### src/rtl/road_matcher.sv
module road_matcher #(
  parameter int ETA_W  = 5,
  parameter int PHI_W  = 8,
  parameter int BEND_W = 7,
  parameter int Q_W    = 3,
  parameter int CFG_AW = 9,
  parameter int CFG_DW = 7
) (
  input  logic              clk,
  input  logic              rst_n,
  input  logic              a_vld,
  input  logic [ETA_W-1:0]  a_eta,
  input  logic [PHI_W-1:0]  a_phi,
  input  logic [BEND_W-1:0] a_bend,
  input  logic [Q_W-1:0]    a_q,
  input  logic              b_vld,
  input  logic [ETA_W-1:0]  b_eta,
  input  logic [PHI_W-1:0]  b_phi,
  input  logic [BEND_W-1:0] b_bend,
  input  logic [Q_W-1:0]    b_q,
  input  logic              cfg_we,
  input  logic [CFG_AW-1:0] cfg_addr,
  input  logic [CFG_DW-1:0] cfg_data,
  output logic              out_vld,
  output logic [1:0]        out_q
);
  localparam int ETA_N   = 1 << ETA_W;
  localparam int DETA_W  = ETA_W + 1;
  localparam int BIX_W   = BEND_W;
  localparam int BIX_N   = 1 << BIX_W;
  localparam int DPHI_W  = PHI_W + 1;
  localparam int BD_W    = DPHI_W + 1;
  localparam int MAG_MAX = BIX_N - 1;
  localparam int BD_MAX  = BIX_N / 2 - 1;
  localparam int BD_MIN  = -(BIX_N / 2);

  logic [DETA_W-1:0] pwin [ETA_N];
  logic [BIX_N-1:0]  btab_a, btab_b;
  logic [CFG_DW-1:0] thr [3];

  wire [1:0] cfg_rgn = cfg_addr[CFG_AW-1 -: 2];

  always_ff @(posedge clk) begin
    if (!rst_n) begin
      for (int i = 0; i < ETA_N; i++) pwin[i] <= '0;
      btab_a <= '0;
      btab_b <= '0;
      for (int i = 0; i < 3; i++) thr[i] <= '0;
    end else if (cfg_we) begin
      case (cfg_rgn)
        2'd0: pwin[cfg_addr[ETA_W-1:0]] <= cfg_data[DETA_W-1:0];
        2'd1: btab_a[cfg_addr[BIX_W-1:0]] <= cfg_data[0];
        2'd2: btab_b[cfg_addr[BIX_W-1:0]] <= cfg_data[0];
        default: if (cfg_addr[1:0] != 2'd3) thr[cfg_addr[1:0]] <= cfg_data;
      endcase
    end
  end

  function automatic logic [BIX_W-1:0] bend_idx(input logic signed [DPHI_W-1:0] d,
                                                input logic [BEND_W-1:0] b);
    logic signed [BD_W-1:0] x;
    x = $signed({d[DPHI_W-1], d}) - $signed({{(BD_W-BEND_W){b[BEND_W-1]}}, b});
    if (x > BD_MAX)      bend_idx = BIX_W'(BIX_N - 1);
    else if (x < BD_MIN) bend_idx = '0;
    else                 bend_idx = x[BIX_W-1:0] ^ BIX_W'(BIX_N / 2);
  endfunction

  function automatic logic [1:0] q_cap(input logic [Q_W-1:0] qa, input logic [Q_W-1:0] qb);
    logic [Q_W-1:0] m;
    m = (qa < qb) ? qa : qb;
    if (m == 0)      q_cap = 2'd0;
    else if (m <= 2) q_cap = 2'd1;
    else if (m <= 5) q_cap = 2'd2;
    else             q_cap = 2'd3;
  endfunction

  wire signed [DETA_W-1:0] deta = $signed({1'b0, a_eta}) - $signed({1'b0, b_eta});
  wire signed [DPHI_W-1:0] dphi = $signed({1'b0, a_phi}) - $signed({1'b0, b_phi});
  wire [DPHI_W-1:0] dmag = dphi[DPHI_W-1] ? DPHI_W'(-dphi) : DPHI_W'(dphi);
  wire [BIX_W-1:0]  mag_sat = (dmag > DPHI_W'(MAG_MAX)) ? BIX_W'(MAG_MAX) : dmag[BIX_W-1:0];

  logic              s1_any, s1_both;
  logic [DETA_W-1:0] s1_adeta;
  logic [ETA_W-1:0]  s1_eta;
  logic [BIX_W-1:0]  s1_mag, s1_ia, s1_ib;
  logic [1:0]        s1_cap;
  logic              s2_vld;
  logic [1:0]        s2_q;

  always_ff @(posedge clk) begin
    if (!rst_n) begin
      s1_any <= 1'b0; s1_both <= 1'b0; s1_adeta <= '0; s1_eta <= '0;
      s1_mag <= '0; s1_ia <= '0; s1_ib <= '0; s1_cap <= '0;
    end else begin
      s1_any   <= a_vld | b_vld;
      s1_both  <= a_vld & b_vld;
      s1_adeta <= deta[DETA_W-1] ? DETA_W'(-deta) : DETA_W'(deta);
      s1_eta   <= a_eta;
      s1_mag   <= mag_sat;
      s1_ia    <= bend_idx(dphi, a_bend);
      s1_ib    <= bend_idx(dphi, b_bend);
      s1_cap   <= q_cap(a_q, b_q);
    end
  end

  wire [1:0] grade = ({1'b0, s1_mag} <= {1'b0, thr[0]}) ? 2'd3 :
                     ({1'b0, s1_mag} <= {1'b0, thr[1]}) ? 2'd2 :
                     ({1'b0, s1_mag} <= {1'b0, thr[2]}) ? 2'd1 : 2'd0;
  wire       pass  = s1_both & (s1_adeta <= pwin[s1_eta]) & btab_a[s1_ia] & btab_b[s1_ib];
  wire [1:0] q_res = !pass ? 2'd0 : (grade < s1_cap) ? grade : s1_cap;

  always_ff @(posedge clk) begin
    if (!rst_n) begin
      s2_vld <= 1'b0; s2_q <= '0; out_vld <= 1'b0; out_q <= '0;
    end else begin
      s2_vld <= s1_any; s2_q <= q_res;
      out_vld <= s2_vld; out_q <= s2_q;
    end
  end
endmodule


### config.mk
export PLATFORM = sky130hd
export DESIGN_NAME = road_matcher
export DESIGN_NICKNAME = d
export VERILOG_FILES = /design/src/rtl/road_matcher.sv
export SDC_FILE = /design/constraint.sdc
export NUM_CORES = 1
export LEC_CHECK = 0
export ABC_AREA = 1
export BUFFER_PORTS_ARGS = -buffer_cell sky130_fd_sc_hd__buf_2
export CAP_MARGIN = 20
export CORE_MARGIN = 5
export CORE_UTILIZATION = 45
export CTS_BUF_LIST = sky130_fd_sc_hd__clkbuf_4
export DETAILED_ROUTE_END_ITERATION = 6
export PLACE_DENSITY_LB_ADDON = 0.12
export REMOVE_ABC_BUFFERS = 1
export SLEW_MARGIN = 20
export SYNTH_ARGS = -nofsm -noshare
export SYNTH_HDL_FRONTEND = slang
export SYNTH_SLANG_ARGS = --single-unit
### constraint.sdc
create_clock -name clk -period 7.87 [get_ports clk]
set_input_delay 0 -clock clk [delete_from_list [all_inputs] [get_ports clk]]
set_output_delay 0 -clock clk [all_outputs]
set_load 0.02 [all_outputs]
* After elaboration in Yosys (flattened, before gate mapping)
Memory sizes are Yosys's and may differ from the RTL's. A register that Yosys moved wholly into a read port is not among the register bits. Cells that the tools add are included.
Storage, ports and cells: memory bits (read-only) 0, latch bits 0, register bits 293, memories 2, RAM bits 213
Operators by class: eq/ne operators 3, shifts and indexed selects 0, muxes and demuxes 39, reductions and logical operators 12, add/sub/neg operators 6, multiply operators 0, bitwise operators 8, divide/modulo/power cells 0, order comparisons 17
Memory list:
- pwin | depth 32, bits a word 6, rd ports 1, clocked after memory_dff 1, wr ports 32, line 37 | logic [DETA_W-1:0] pwin [ETA_N];
- thr | depth 3, bits a word 7, rd ports 3, clocked after memory_dff 0, wr ports 3, line 39 | logic [CFG_DW-1:0] thr [3];
Operators with widths (number):
- bitwise mux 128 bit | 2
- two-way mux 7 bit | 6
- < comparator 7 x 8 -> 1 bit (second input constant) | 3
- less-or-equal comparator 7 bit | 3
- greater-than comparator 10 x 7 -> 1 bit (second input constant) | 2
- < comparator 10 x 7 -> 1 bit (second input constant) | 2
- subtractor 9 x 7 -> 10 bit | 2
- two-way mux 1 bit | 18
- two-way mux 5 bit | 3
- binary-select mux 1 bit (select 7 bit) | 2
- greater-than comparator 9 x 7 -> 1 bit (second input constant) | 1
- two-way mux 9 bit | 1
- negator 9 bit | 1
- subtractor 8 x 8 -> 9 bit | 1
- two-way mux 2 bit | 4
- AND reduction 2 bit | 4
- demux 1 bit (select 7 bit) | 1
- >= comparator 7 x 1 -> 1 bit (second input constant) | 1
- OR reduction 7 bit | 1
- less-or-equal comparator 6 bit | 1
- two-way mux 6 bit | 1
- negator 6 bit | 1
- OR reduction 3 bit | 2
- OR reduction 6 bit | 1
- 16 further kinds | 21

* Depth between registers and ports, before layout
depth after elaboration 8, mapped depth 23, mapped depth without buffers 23

* Worst setup path after synthesis
OpenSTA, ideal clock, no wires.
path type register to register, start point reg (tool-made name), end point reg s2_q[0], buffers on the path 3, required time 7.792 ns, arrival 2.655 ns, stages on the path, launching flop included 19, period minus slack after synthesis 2.732 ns, setup slack 5.138 ns, path through dfxtp_1 -> buf_2 -> clkinv_1 -> buf_2 -> clkbuf_1 -> nor2_1 -> o221ai_1 -> nand3_1 -> a32o_1 -> ha_1 -> inv_1 -> o21bai_1 -> a21oi_1 -> nor2_1 -> o32ai_1 -> nand2_1 -> a31oi_1 -> nand2_1 -> nor3_1
RTL lines:
- end signal: assignment | line 116 | s2_vld <= s1_any; s2_q <= q_res;
- end: declaration | line 88 | logic [1:0] s2_q;

* Worst setup path in the final report
start point in a_phi[3], end point reg s1_ib[5]
On the way: longest elaborated chain between the ends 5, elaborated cells between the ends (all ways) 6, those cells by class add/sub: 2; order compare: 2; mux: 2
RTL lines:
- start: declaration | line 13 | input logic [PHI_W-1:0] a_phi,
- subtractor 8 x 8 -> 9 bit * | line 78 | wire signed [DPHI_W-1:0] dphi = $signed({1'b0, a_phi}) - $signed({1'b0, b_phi});
- subtractor 9 x 7 -> 10 bit * | line 62 | x = $signed({d[DPHI_W-1], d}) - $signed({{(BD_W-BEND_W){b[BEND_W-1]}}, b});
- < comparator 10 x 7 -> 1 bit | line 64 | else if (x < BD_MIN) bend_idx = '0;
- two-way mux 7 bit | line 64
- two-way mux 7 bit * | line 63 | if (x > BD_MAX) bend_idx = BIX_W'(BIX_N - 1);
- end signal: assignment | line 101 | s1_ib <= bend_idx(dphi, b_bend);
- end: declaration | line 85 | logic [BIX_W-1:0] s1_mag, s1_ia, s1_ib;
Mark *: on every way between the ends. The rest lies on a longest branch, timed or not. A chain may end at the register's enable or synchronous reset.

==> impl_metrics.py <==
metrics = {
    "run_status": {
        "status": "finished with violations",
        "violations": "design-rule violations",
    },
    "logic_synthesis": {
        "yosysSeqAreaShare": 0.480,
        "synthFlopType": "dfxtp_1",
        "synth_edf_count": 213,
        "ys_ff_latch": 511,
        "synth_area_um2": 25700,
        "synth_top_area_frac": 0.248,
        "synth_cells": 3282,
        "syn_avg_cell_area_um2": 7.84,
        "yosys_warnings": 0,
        "async_flop_share": 0,
        "netlist_top_cells_area": "edfxtp_1, dfxtp_1, o21ai_0",
        "yosysTopAreaCell": "edfxtp_1",
        "ys_types": 44,
    },
    "route": {
        "drt_iter0_markers": 2043,
        "route.detailed.drc": 1,
        "drt_wl_total_um": 81800,
        "vias_per_cell": 5.59,
        "met3RoutedLength_um": 5350,
        "top_layer": "met4",
        "ant_nets": 0,
        "dr_wl_met2_um": 40100,
        "dr.pass1.iters": 7,
        "post_drt_wl_per_cell_um": 19.0,
        "met1_length_um": 33200,
        "via_count": 24100,
    },
    "worst_setup_path": {
        "r2r-end": "s2_q[1]$_SDFF_PN0_",
        "crit_path_end_kind": "flip-flop",
        "crit_buf_inv": 11,
        "startpoint_type": "input pin",
        "crit_slowest_cell": "dlygate4sd3_1",
        "worstPathCellList": "dlygate4sd3_1, buf_2, ha_1, dlygate4sd3_1, a21oi_1, dlygate4sd3_1, nand2_1, dlygate4sd3_1, xor2_1, inv_1, ha_1, nand2_1, inv_1, nand2_1, nand4_1, xor2_1, dlygate4sd3_1, inv_1, nand3_1, dlygate4sd3_1, nand2_1, dlygate4sd3_1",
        "worstRegToRegCells": 14,
        "arrival_ps": 5970,
        "max_stage_delay_ps": 600,
        "crit_cells": 22,
        "timing.critical_path.from": "a_phi[3]",
        "crit_fanout": 4,
        "crit_family": "buffers and inverters",
        "crit_end": "s1_ib[5]$_SDFF_PN0_",
        "cp_data_required_time_ps": 8760,
        "crit_top_cell": "dlygate4sd3_1",
        "rrSetupSlack_ps": 4000,
        "path_class": "input pin to flip-flop",
    },
    "cts": {
        "clockBufferDepth": 3,
        "cts_tree": "yes",
        "cts_inserted_buffers": 141,
        "htree_num_levels": 4,
        "clk_pin_slew_ps": 60,
        "postCtsSetupBuffers": 0,
        "hold_buffers": 150,
        "postCtsResizedCells": 0,
        "root_buffer": "clkbuf_4",
        "clock_latency_ps": 990,
        "cts.sinks": 511,
    },
    "global_routing": {
        "grt_pass1_wl_um": 128000,
        "grt_max_degree": 109,
        "grt_pass1_vias": 23200,
        "grt_overflow": 0,
        "grt_util_all_layers": 0.255,
        "grt_antenna_before_repair": 2,
    },
    "placed_design": {
        "portBuffers": 69,
        "preCtsSetupSlack_ps": 3800,
        "hpwl_um": 48500,
        "routabilityCongestion": 0.870,
    },
    "flow_run": {
        "cap_violations": 0,
    },
    "power": {
        "p_int_mw": 4.82,
        "switching_share": 0.319,
        "worst_ir_drop_vdd_uv": 128,
        "power_density_nw_per_um2": 236,
        "p_seq_frac": 0.417,
        "p_leak_nw": 11.2,
        "combPwrFrac": 0.217,
        "power.switching_mw": 2.25,
        "pwr-share-clk": 0.366,
    },
    "final_layout": {
        "drive_above_1_share": 0.112,
        "finalNetCount": 3583,
        "area_growth_pct": 16.3,
        "final_common_cell": "o21ai_0",
        "mostFrequentLayoutCells": "o21ai_0, nor2_1, a21oi_1",
    },
    "sta": {
        "setup_tns_ps": 0,
        "finalMaxSlewViolations": 0,
        "period_minus_slack_ps": 5080,
        "timing.fmax_mhz": 197,
        "max_slew_margin": 0.227,
        "period_share": 0.646,
        "tightest_slew_ps": 1160,
        "hold_violations": 0,
        "worst_slack_ps": 2790,
        "finalSetupViolCount": 0,
        "skew_ps": 33.2,
        "rsz0062_at_grt": "false",
    },
    "worst_hold_path": {
        "hold_path_depth": 9,
        "hold_path.class": "input pin to flip-flop",
    },
    "floorplan": {
        "design.die.area_um2": 62100,
        "initial_core_util": 0.456,
        "num_rows": 87,
        "die_h_um": 249,
        "die_w_um": 249,
        "pin_count": 70,
        "placeableCoreArea_um2": 56500,
    },
}
## synthesized netlist by cell type (3+ instances only)
library cell / number
xnor2_1: 5
nand3_1: 370
buf_2: 21
a32o_1: 6
nor4_1: 11
fa_1: 4
nand2_1: 229
a311oi_1: 16
o22ai_1: 8
or2_2: 4
inv_2: 3
nand2_2: 6
nor3_1: 25
edfxtp_1: 213
a21oi_1: 393
ha_1: 63
buf_1: 11
a31oi_1: 21
o21ai_1: 10
dfxtp_1: 298
o211ai_1: 5
xor2_1: 17
inv_1: 384
o21ai_0: 455
nor2_1: 406
clkinv_1: 8
a22oi_1: 3
a211oi_1: 4
clkbuf_1: 206
nand3_2: 5
o221ai_1: 42
nand4_1: 10
o21bai_1: 4
## power by group through the flow
stage,registers [mW],logic (mW),clock network (mW)
2_1_floorplan,3.01,0.813,0
5_1_grt,2.95,1.70,2.80
3_5_place_dp,3.00,1.38,0
6_report,2.95,1.54,2.59
4_1_cts,2.95,1.53,2.65
3_3_place_gp,3.01,1.37,0
## worst min-delay path by stage
stage	slack, ps	end	from
2_1_floorplan	90	flip-flop	a_eta[0]
3_3_place_gp	220	flip-flop	a_eta[3]
3_5_place_dp	220	flip-flop	a_eta[3]
4_1_cts	0.5	s1_mag[4]$_SDFF_PN0_	b_phi[7]
5_1_grt	90	s1_cap[0]$_SDFF_PP0_	b_q[0]
6_report	130	s1_mag[3]$_SDFF_PN0_	b_phi[7]
## per-layer routing
layer,vias up,GRT usage
met4,0,0.108
met2,869,0.435
met1,11400,0.319
met5,-,0
met3,221,0.0467
li1,11600,-
## stage by stage
step	utilization	hold WS, ps	power [mW]	std cells	cell area [µm²]
finish	0.530	127	7.07	4316	29900
CTS	0.530	0.515	7.12	4312	29900
global route	0.530	86.9	7.45	4316	29900
floorplan	-	93.5	3.83	3042	24800
global placement	0.469	217	4.37	3912	26500
detailed placement	0.469	215	4.38	3912	26500
## area by class of cell
type	count	area [µm²]
Clock inverter	26	241
Sequential cell	511	12400
Tap cell	756	946
Timing Repair Buffer	264	2190
Fill cell	5323	26500
Inverter	395	1480
Antenna cell	4	10.0
Multi-Input combinational cell	2136	11000
Clock buffer	224	1680
## state kept, by name (all words and copies together) (netlist names), named ones only
| signal | cells |
|---|---|
| s1_cap | 2 |
| s2_q | 2 |
| btab_b | 128 |
| out_vld | 1 |
| s1_mag | 7 |
| s1_ib | 7 |
| s1_adeta | 6 |
| btab_a | 128 |
| s1_any | 1 |
| out_q | 2 |
| pwin | 192 |
| thr | 21 |
| s2_vld | 1 |
| s1_ia | 7 |
| s1_both | 1 |
## tightest hold or removal path: cells and delay by family
| kind | cells | cell delay (ps) |
|---|---|---|
| simple gates | 3 | 320 |
| buf+inv | 3 | 200 |
| xor+xnor | 1 | 200 |
| fa+ha+maj | 1 | 180 |
| compound gates | 1 | 130 |
## kinds of logic after synthesis
group                      Yosys count  synth area share
and+or+nand+nor                   1070             0.180
AOI/OAI and AO/OA                  977             0.204
buffers and inverters              635            0.0938
DFF                                511             0.480
xor gates and xnor gates            22           0.00749
adders and majority gates           67            0.0337
(Power assumes the default switching activity.)
